## config.mk

```make
export PLATFORM = sky130hd
export DESIGN_NAME = rob_core
export DESIGN_NICKNAME = d
export VERILOG_FILES = /design/src/rtl/rob_pkg.sv /design/src/rtl/rob_ptr.sv /design/src/rtl/rob_entries.sv /design/src/rtl/rob_commit_route.sv /design/src/rtl/rob_core.sv
export SDC_FILE = /design/constraint.sdc
export NUM_CORES = 1
export LEC_CHECK = 0
export CAP_MARGIN = 20
export CORE_MARGIN = 1.5
export CORE_UTILIZATION = 30
export CTS_CLUSTER_DIAMETER = 40
export DETAILED_ROUTE_END_ITERATION = 8
export DONT_BUFFER_PORTS = 1
export PLACE_DENSITY = 0.46
export RECOVER_POWER = 100
export SLEW_MARGIN = 20
export SYNTH_ARGS = -nofsm -noshare
export SYNTH_HDL_FRONTEND = slang
export SYNTH_HIERARCHICAL = 1
export SYNTH_SLANG_ARGS = --single-unit
```

## constraint.sdc

```tcl
create_clock -name clk -period 6.23 [get_ports clk]
set_input_delay 0.3115 -clock clk [delete_from_list [all_inputs] [get_ports clk]]
set_output_delay 0.3115 -clock clk [all_outputs]
set_load 0.05 [all_outputs]
```

## src/rtl/rob_pkg.sv

```systemverilog
package rob_pkg;

  typedef enum logic {
    KIND_REG   = 1'b0,
    KIND_STORE = 1'b1
  } rob_kind_e;

  // next index of a circular position, wrapping at depth
  function automatic int unsigned rob_step(input int unsigned idx, input int unsigned depth);
    return (idx + 1 == depth) ? 0 : idx + 1;
  endfunction

  // number of live entries from head/tail positions with wrap bits
  function automatic int unsigned rob_fill(input int unsigned h, input bit hw,
                                           input int unsigned t, input bit tw,
                                           input int unsigned depth);
    if (hw == tw) return t - h;
    return depth - h + t;
  endfunction

endpackage

```

## src/rtl/rob_ptr.sv

```systemverilog
module rob_ptr #(
  parameter int DEPTH = 8,
  parameter int IDX_W = 3
) (
  input  logic             clk,
  input  logic             rst_n,
  input  logic             adv,
  output logic [IDX_W-1:0] idx,
  output logic             wrap
);
  import rob_pkg::*;

  logic [IDX_W-1:0] idx_nx;
  logic             wrap_nx;

  always_comb begin
    idx_nx  = IDX_W'(rob_step(32'(idx), DEPTH));
    wrap_nx = (idx == IDX_W'(DEPTH - 1)) ? ~wrap : wrap;
  end

  always_ff @(posedge clk) begin
    if (!rst_n) begin
      idx  <= '0;
      wrap <= 1'b0;
    end else if (adv) begin
      idx  <= idx_nx;
      wrap <= wrap_nx;
    end
  end
endmodule

```

## src/rtl/rob_entries.sv

```systemverilog
module rob_entries #(
  parameter int DEPTH  = 8,
  parameter int IDX_W  = 3,
  parameter int DEST_W = 8,
  parameter int DATA_W = 32
) (
  input  logic                clk,
  input  logic                rst_n,
  input  logic                alloc_en,
  input  logic [IDX_W-1:0]    alloc_idx,
  input  rob_pkg::rob_kind_e  alloc_kind,
  input  logic [DEST_W-1:0]   alloc_dest,
  input  logic                wb_en,
  input  logic [IDX_W-1:0]    wb_idx,
  input  logic [DATA_W-1:0]   wb_data,
  input  logic [IDX_W-1:0]    rd_idx,
  output rob_pkg::rob_kind_e  rd_kind,
  output logic [DEST_W-1:0]   rd_dest,
  output logic [DATA_W-1:0]   rd_data,
  output logic                rd_fin
);
  import rob_pkg::*;

  rob_kind_e         kind_q [DEPTH];
  logic [DEST_W-1:0] dest_q [DEPTH];
  logic [DATA_W-1:0] val_q  [DEPTH];
  logic [DEPTH-1:0]  fin_q;
  logic [DEPTH-1:0]  hit_alloc;
  logic [DEPTH-1:0]  hit_wb;

  for (genvar g = 0; g < DEPTH; g++) begin : g_dec
    assign hit_alloc[g] = alloc_en && (alloc_idx == IDX_W'(g));
    assign hit_wb[g]    = wb_en && (wb_idx == IDX_W'(g));
  end

  always_ff @(posedge clk) begin
    if (!rst_n) begin
      fin_q <= '0;
      for (int i = 0; i < DEPTH; i++) begin
        kind_q[i] <= KIND_REG;
        dest_q[i] <= '0;
        val_q[i]  <= '0;
      end
    end else begin
      for (int i = 0; i < DEPTH; i++) begin
        if (hit_alloc[i]) begin
          fin_q[i]  <= 1'b0;
          kind_q[i] <= alloc_kind;
          dest_q[i] <= alloc_dest;
        end else if (hit_wb[i]) begin
          fin_q[i]  <= 1'b1;
          val_q[i]  <= wb_data;
        end
      end
    end
  end

  assign rd_kind = kind_q[rd_idx];
  assign rd_dest = dest_q[rd_idx];
  assign rd_data = val_q[rd_idx];
  assign rd_fin  = fin_q[rd_idx];
endmodule

```

## src/rtl/rob_commit_route.sv

```systemverilog
module rob_commit_route #(
  parameter int DEST_W = 8,
  parameter int DATA_W = 32
) (
  input  logic               fire,
  input  rob_pkg::rob_kind_e kind,
  input  logic [DEST_W-1:0]  dest,
  input  logic [DATA_W-1:0]  data,
  output logic               arf_we,
  output logic [DEST_W-1:0]  arf_addr,
  output logic [DATA_W-1:0]  arf_data,
  output logic               mem_we,
  output logic [DEST_W-1:0]  mem_addr,
  output logic [DATA_W-1:0]  mem_data
);
  import rob_pkg::*;

  always_comb begin
    arf_we   = fire && (kind == KIND_REG);
    mem_we   = fire && (kind == KIND_STORE);
    arf_addr = dest;
    arf_data = data;
    mem_addr = dest;
    mem_data = data;
  end
endmodule

```

## src/rtl/rob_core.sv

```systemverilog
module rob_core #(
  parameter  int DEPTH  = 8,
  parameter  int DEST_W = 8,
  parameter  int DATA_W = 32,
  localparam int TAG_W  = (DEPTH > 1) ? $clog2(DEPTH) : 1
) (
  input  logic              clk,
  input  logic              rst_n,
  input  logic              rs_avail,
  input  logic              alloc_valid,
  input  logic              alloc_kind,
  input  logic [DEST_W-1:0] alloc_dest,
  output logic              alloc_ready,
  output logic [TAG_W-1:0]  alloc_tag,
  input  logic              wb_valid,
  input  logic [TAG_W-1:0]  wb_tag,
  input  logic [DATA_W-1:0] wb_value,
  output logic              arf_we,
  output logic [DEST_W-1:0] arf_addr,
  output logic [DATA_W-1:0] arf_data,
  output logic              mem_we,
  output logic [DEST_W-1:0] mem_addr,
  output logic [DATA_W-1:0] mem_data
);
  import rob_pkg::*;

  localparam int CNT_W = TAG_W + 1;

  logic [TAG_W-1:0]  head_idx, tail_idx;
  logic              head_wrap, tail_wrap;
  logic              rob_full, rob_empty;
  logic              alloc_fire, commit_fire;
  logic              head_fin;
  rob_kind_e         head_kind;
  logic [DEST_W-1:0] head_dest;
  logic [DATA_W-1:0] head_data;
  logic [CNT_W-1:0]  occupancy;

  assign rob_empty   = (head_idx == tail_idx) && (head_wrap == tail_wrap);
  assign rob_full    = (head_idx == tail_idx) && (head_wrap != tail_wrap);
  assign alloc_ready = !rob_full && rs_avail;
  assign alloc_fire  = alloc_valid && alloc_ready;
  assign alloc_tag   = tail_idx;
  assign commit_fire = !rob_empty && head_fin;
  assign occupancy   = CNT_W'(rob_fill(32'(head_idx), head_wrap, 32'(tail_idx), tail_wrap, DEPTH));

  rob_ptr #(.DEPTH(DEPTH), .IDX_W(TAG_W)) u_tail (
    .clk(clk), .rst_n(rst_n), .adv(alloc_fire), .idx(tail_idx), .wrap(tail_wrap)
  );

  rob_ptr #(.DEPTH(DEPTH), .IDX_W(TAG_W)) u_head (
    .clk(clk), .rst_n(rst_n), .adv(commit_fire), .idx(head_idx), .wrap(head_wrap)
  );

  rob_entries #(.DEPTH(DEPTH), .IDX_W(TAG_W), .DEST_W(DEST_W), .DATA_W(DATA_W)) u_entries (
    .clk(clk), .rst_n(rst_n),
    .alloc_en(alloc_fire), .alloc_idx(tail_idx),
    .alloc_kind(rob_kind_e'(alloc_kind)), .alloc_dest(alloc_dest),
    .wb_en(wb_valid), .wb_idx(wb_tag), .wb_data(wb_value),
    .rd_idx(head_idx), .rd_kind(head_kind), .rd_dest(head_dest),
    .rd_data(head_data), .rd_fin(head_fin)
  );

  rob_commit_route #(.DEST_W(DEST_W), .DATA_W(DATA_W)) u_route (
    .fire(commit_fire), .kind(head_kind), .dest(head_dest), .data(head_data),
    .arf_we(arf_we), .arf_addr(arf_addr), .arf_data(arf_data),
    .mem_we(mem_we), .mem_addr(mem_addr), .mem_data(mem_data)
  );
endmodule

```

==> flow_summary.rst <==
.. list-table::
   :header-rows: 1

   * - Metric
     - Value
   * - Clock tree from TritonCTS
     - built
   * - Number of placed I/O pins
     - 135
   * - Synthesized area per cell
     - 14.82 um^2
   * - Depth of the critical timing path with buffers and inverters included
     - 7
   * - Area fraction of the dominant cell type after synthesis
     - 63.55%
   * - Sequential group share of total power
     - 49.4%
   * - Violations in the final reports
     - capacitance limit, slew limit
   * - Sequence of cells on the critical path
     - xnor2_1 > a41oi_1 > nand4b_1 > clkbuf_1 > nand2_2 > buf_4 > nand2_1
   * - Area overhead of the layout relative to synthesis
     - 10.10%
   * - Clock Tree Root
     - clkbuf_16
   * - Family of cells with the greatest summed delay on the critical path
     - simple AND/OR/NAND/NOR gates
   * - Standard cell core area
     - 50,170 um^2
   * - Post-route setup TNS
     - 0 ns
   * - Hold Fails Final Rpt
     - 0
   * - Hold crit path type
     - input pin to register
   * - Average wire length per cell after detail routing
     - 21.38 um
   * - Crit path buf inv count
     - 2
   * - Total via count in the routed design
     - 7,649
   * - Pre-CTS setup slack
     - 1.491 ns
   * - Num CTS Buffers
     - 43
   * - Placed standard-cell area
     - 15,410 um^2
   * - Leading post-synthesis cells by cell area
     - edfxtp_1, mux4_2, nor2_1, buf_4, mux2_2
   * - Vias per std cell
     - 4.591
   * - Insertion delay to the later sink of the worst-skew pair
     - 0.53 ns
   * - Launch point of the worst hold path
     - alloc_kind
   * - Proportion of layout cells with a drive suffix above 1
     - 16.90%
   * - VDD IR-drop max
     - 0.1618 mV
   * - Number of search-and-repair iterations in the first detailed-routing pass
     - 4
   * - Chip Width
     - 228.6 um
   * - Post-route antenna net violation count
     - 0
   * - Setup repair after global routing missed its margin
     - no
   * - Dominant combinational cell family by area after synthesis
     - multiplexers
   * - Proportion of power drawn by the clock network
     - 44.0%
   * - Number of antenna violations at the first check in global routing
     - 1
   * - Placement row count
     - 82
   * - Layout fillers
     - 4,830
   * - Setup slack after layout
     - 1.263 ns
   * - P per Cell Area
     - 327.0 nW/um^2
   * - Fin crit period
     - 4.967 ns
   * - Mapped Cells
     - 1,030
   * - Net count of the finished layout
     - 1,016
   * - Share of the synthesized netlist area taken by xor and xnor gates
     - 0.4017%
   * - Detailed-placement wirelength estimate
     - 20,150 um
   * - Crit path DAT
     - 4.81 ns
   * - Delay of the slowest cell on the worst path
     - 1.19 ns
   * - Synthesis Warnings
     - 6
   * - Cell Int Power
     - 4.243 mW
   * - Number of nets in the synthesized netlist
     - 1,083
   * - Share of synthesized cell area in full adder, half adder and majority cells
     - 0.3279%
   * - Post-synthesis mux area share
     - 16.22%
   * - Number of pins with negative max-slew slack in the final report
     - 331
   * - Worst path required time
     - 6.07 ns
   * - Synthesized area
     - 15,260 um^2
   * - Number of buffers added on ports
     - 0
   * - End of the worst hold path
     - u_entries/kind_q[6]$_DFFE_PP_
   * - Compound-Gate Fraction of Synth Area
     - 0.4345%
   * - Power share of the combinational group
     - 6.6%
   * - Register-to-register setup slack
     - 1.26 ns
   * - Register bit count reported by yosys
     - 344
   * - Max capacitance violation total
     - 9
   * - Cell variety after synth
     - 36
   * - Worst flop-to-flop path endpoint
     - u_entries/val_q[5][21]$_SDFFCE_PN0P_
   * - Die area
     - 52,240 um^2
   * - Post-CTS setup buffer count
     - 0
   * - Clock net sink count
     - 344
   * - Setup CP Type
     - register to register
   * - Gr usage total
     - 13.62%
   * - Largest area contributor in the synthesized netlist
     - edfxtp_1
   * - Largest net degree at the start of global routing
     - 59
   * - Share of the cycle needed by the critical path after routing
     - 79.73%
   * - Switching part of the total
     - 22.78%
   * - Fraction of the mapped netlist area in simple logic gates
     - 9.477%
   * - Cell depth of the worst hold path
     - 1
   * - Wire length after detailed routing
     - 35,620 um
   * - Number of DRC markers after the initial detailed-route iteration
     - 389
   * - Die boundary height
     - 228.6 um
   * - Upper clock frequency limit
     - 201.3 MHz
   * - Critical R2R Launch
     - u_tail/idx[1]$_SDFFE_PN0P_
   * - First-pass GRT wire length
     - 53,250 um
   * - Summed area of non-filler cells in the final layout
     - 16,800 um^2
   * - Sequential area share after synthesis
     - 66.31%
   * - Worst slew slack as a fraction of its limit
     - -64.62%
   * - Effective utilization at floorplan
     - 30.42%
   * - Depth of the worst register-to-register path
     - 7
   * - Total DRC errors in the routed layout
     - 0
   * - Outcome
     - complete, but fails checks
   * - Highest-count cells in the layout ignoring fill and taps
     - edfxtp_1, nor2_1, mux4_2
   * - Total of endpoints with negative setup slack in the final report
     - 0
   * - Deepest level of the CTS H-tree
     - 2
   * - Transition time at the pin with the least slew margin
     - 2.469 ns
   * - Highest fanout seen on the critical path
     - 33
   * - Worst Skew
     - 0.01293 ns
   * - Placer congestion estimate
     - 0.6854
   * - Antenna cell count
     - 0
   * - Slowest CP cell
     - nand2_1
   * - Deepest clock path buffer count
     - 3
   * - Switching Power
     - 1.252 mW
   * - Commonest non-fill, non-tap cell in the layout
     - edfxtp_1
   * - Final cell utilization of the core
     - 33.49%
   * - Via count of the first global-routing pass
     - 8,179
   * - P_leak
     - 5.813 nW
   * - Endpoint type of the worst setup path
     - register
   * - Startpoint type of the worst setup path
     - register
   * - Overflow left after global routing
     - 0
   * - Clk slew on worst S/H paths
     - 0.05 ns
-- sequential cells by signal, summed over array words and instances (netlist names) --
name and cells:
u_entries/val_q 256, u_entries/dest_q 64, u_entries/fin_q 8, u_head/wrap 1, u_entries/kind_q 8, u_tail/idx 3
u_tail/wrap 1, u_head/idx 3
-- what timing repair did --
action,4_1_cts,5_1_grt
gates resized for setup,0,0
endpoints found under the setup margin,0,0
endpoints found under the hold margin,19,0
hold buffers,7,0
-- cell type report --
class | count | area [um^2] | share of cell area [%]
multi-input combinational | 506 | 4113 | 24.48
clock buffer | 58 | 1205 | 7.171
sequential | 344 | 10120 | 60.25
clock inverter | 18 | 192.7 | 1.147
inverter | 43 | 161.4 | 0.9605
tap | 672 | 840.8 | 5.004
timing repair buffer | 25 | 166.4 | 0.9903
-- metrics by stage --
stage / power, mW / hold slack, ns / cells
6_report: 5.495 / 0.05610 / 1666
5_1_grt: 5.699 / 0.04253 / 1666
4_1_cts: 5.578 / 0.01112 / 1665
3_5_place_dp: 3.134 / 0.4501 / 1582
3_3_place_gp: 3.127 / 0.4330 / 1582
2_1_floorplan: 3.089 / 0.4223 / 1030
-- per-layer routing --
layer / share of wire, % / GRT usage (%) / wire, um
met1: 43 / 17.16 / 15470
met2: 49 / 23.17 / 17370
met3: 5.8 / 3.518 / 2063
met4: 2.0 / 3.601 / 710
met5: 0.022 / 0 / 8
-- logic make-up (layout without fill, tap and decap cells) --
| group | after synthesis | after routing |
|---|---|---|
| AND/OR/NAND/NOR | 349 | 349 |
| flip-flops | 344 | 344 |
| buffers and inverters | 180 | 144 |
| multiplexers | 137 | 137 |
| AO/OA/AOI/OAI | 9 | 9 |
| XOR/XNOR | 7 | 7 |
| adder cells (fa/ha/maj) | 4 | 4 |
-- synthesized netlist by cell type --
master     number
edfxtp_1      323
nor2_1        252
mux4_2         84
buf_4          80
nand2_1        61
inv_1          43
mux2_2         42
clkbuf_1       36
dfxtp_1        21
buf_2          12
mux2i_1        11
nor2b_1        11
buf_6           7
ha_1            4
nand2b_1        4
xnor2_1         4
a41oi_1         3
and2_1          3
nand4_1         3
nand4bb_1       3
xor2_1          3
a31oi_1         2
and4b_1         2
buf_1           2
nand4b_1        2
nor4bb_1        2
a21oi_1         1
and2_2          1
and2b_2         1
and4_1          1
nand3_1         1
nor4b_1         1
o21ai_0         1
o21ba_2         1
o31ai_1         1
or4b_1          1
-- power groups by stage --
| stage | combinational [mW] | clock [mW] | sequential (mW) |
|---|---|---|---|
| floorplan | 0.340 | 0 | 2.75 |
| global placement | 0.371 | 0 | 2.76 |
| detailed placement | 0.374 | 0 | 2.76 |
| CTS | 0.381 | 2.48 | 2.71 |
| global route | 0.390 | 2.58 | 2.73 |
| finish | 0.364 | 2.42 | 2.71 |
-- worst max-delay path by stage --
| stage | startpoint | endpoint | slack, ns |
|---|---|---|---|
| 6_report | u_tail/idx[1]$_SDFFE_PN0P_ | u_entries/val_q[5][21]$_SDFFCE_PN0P_ | 1.26 |
| 5_1_grt | u_tail/idx[1]$_SDFFE_PN0P_ | u_entries/val_q[5][21]$_SDFFCE_PN0P_ | 0.85 |
| 4_1_cts | u_tail/idx[1]$_SDFFE_PN0P_ | u_entries/val_q[4][8]$_SDFFCE_PN0P_ | 1.44 |
| 3_5_place_dp | u_tail/idx[1]$_SDFFE_PN0P_ | u_entries/val_q[4][28]$_SDFFCE_PN0P_ | 1.49 |
| 3_3_place_gp | u_tail/idx[1]$_SDFFE_PN0P_ | u_entries/val_q[4][30]$_SDFFCE_PN0P_ | 1.56 |
| 2_1_floorplan | u_tail/idx[0]$_SDFFE_PN0P_ | u_entries/val_q[6][0]$_DFFE_PP_ | 1.56 |
(Power assumes the default switching activity.)
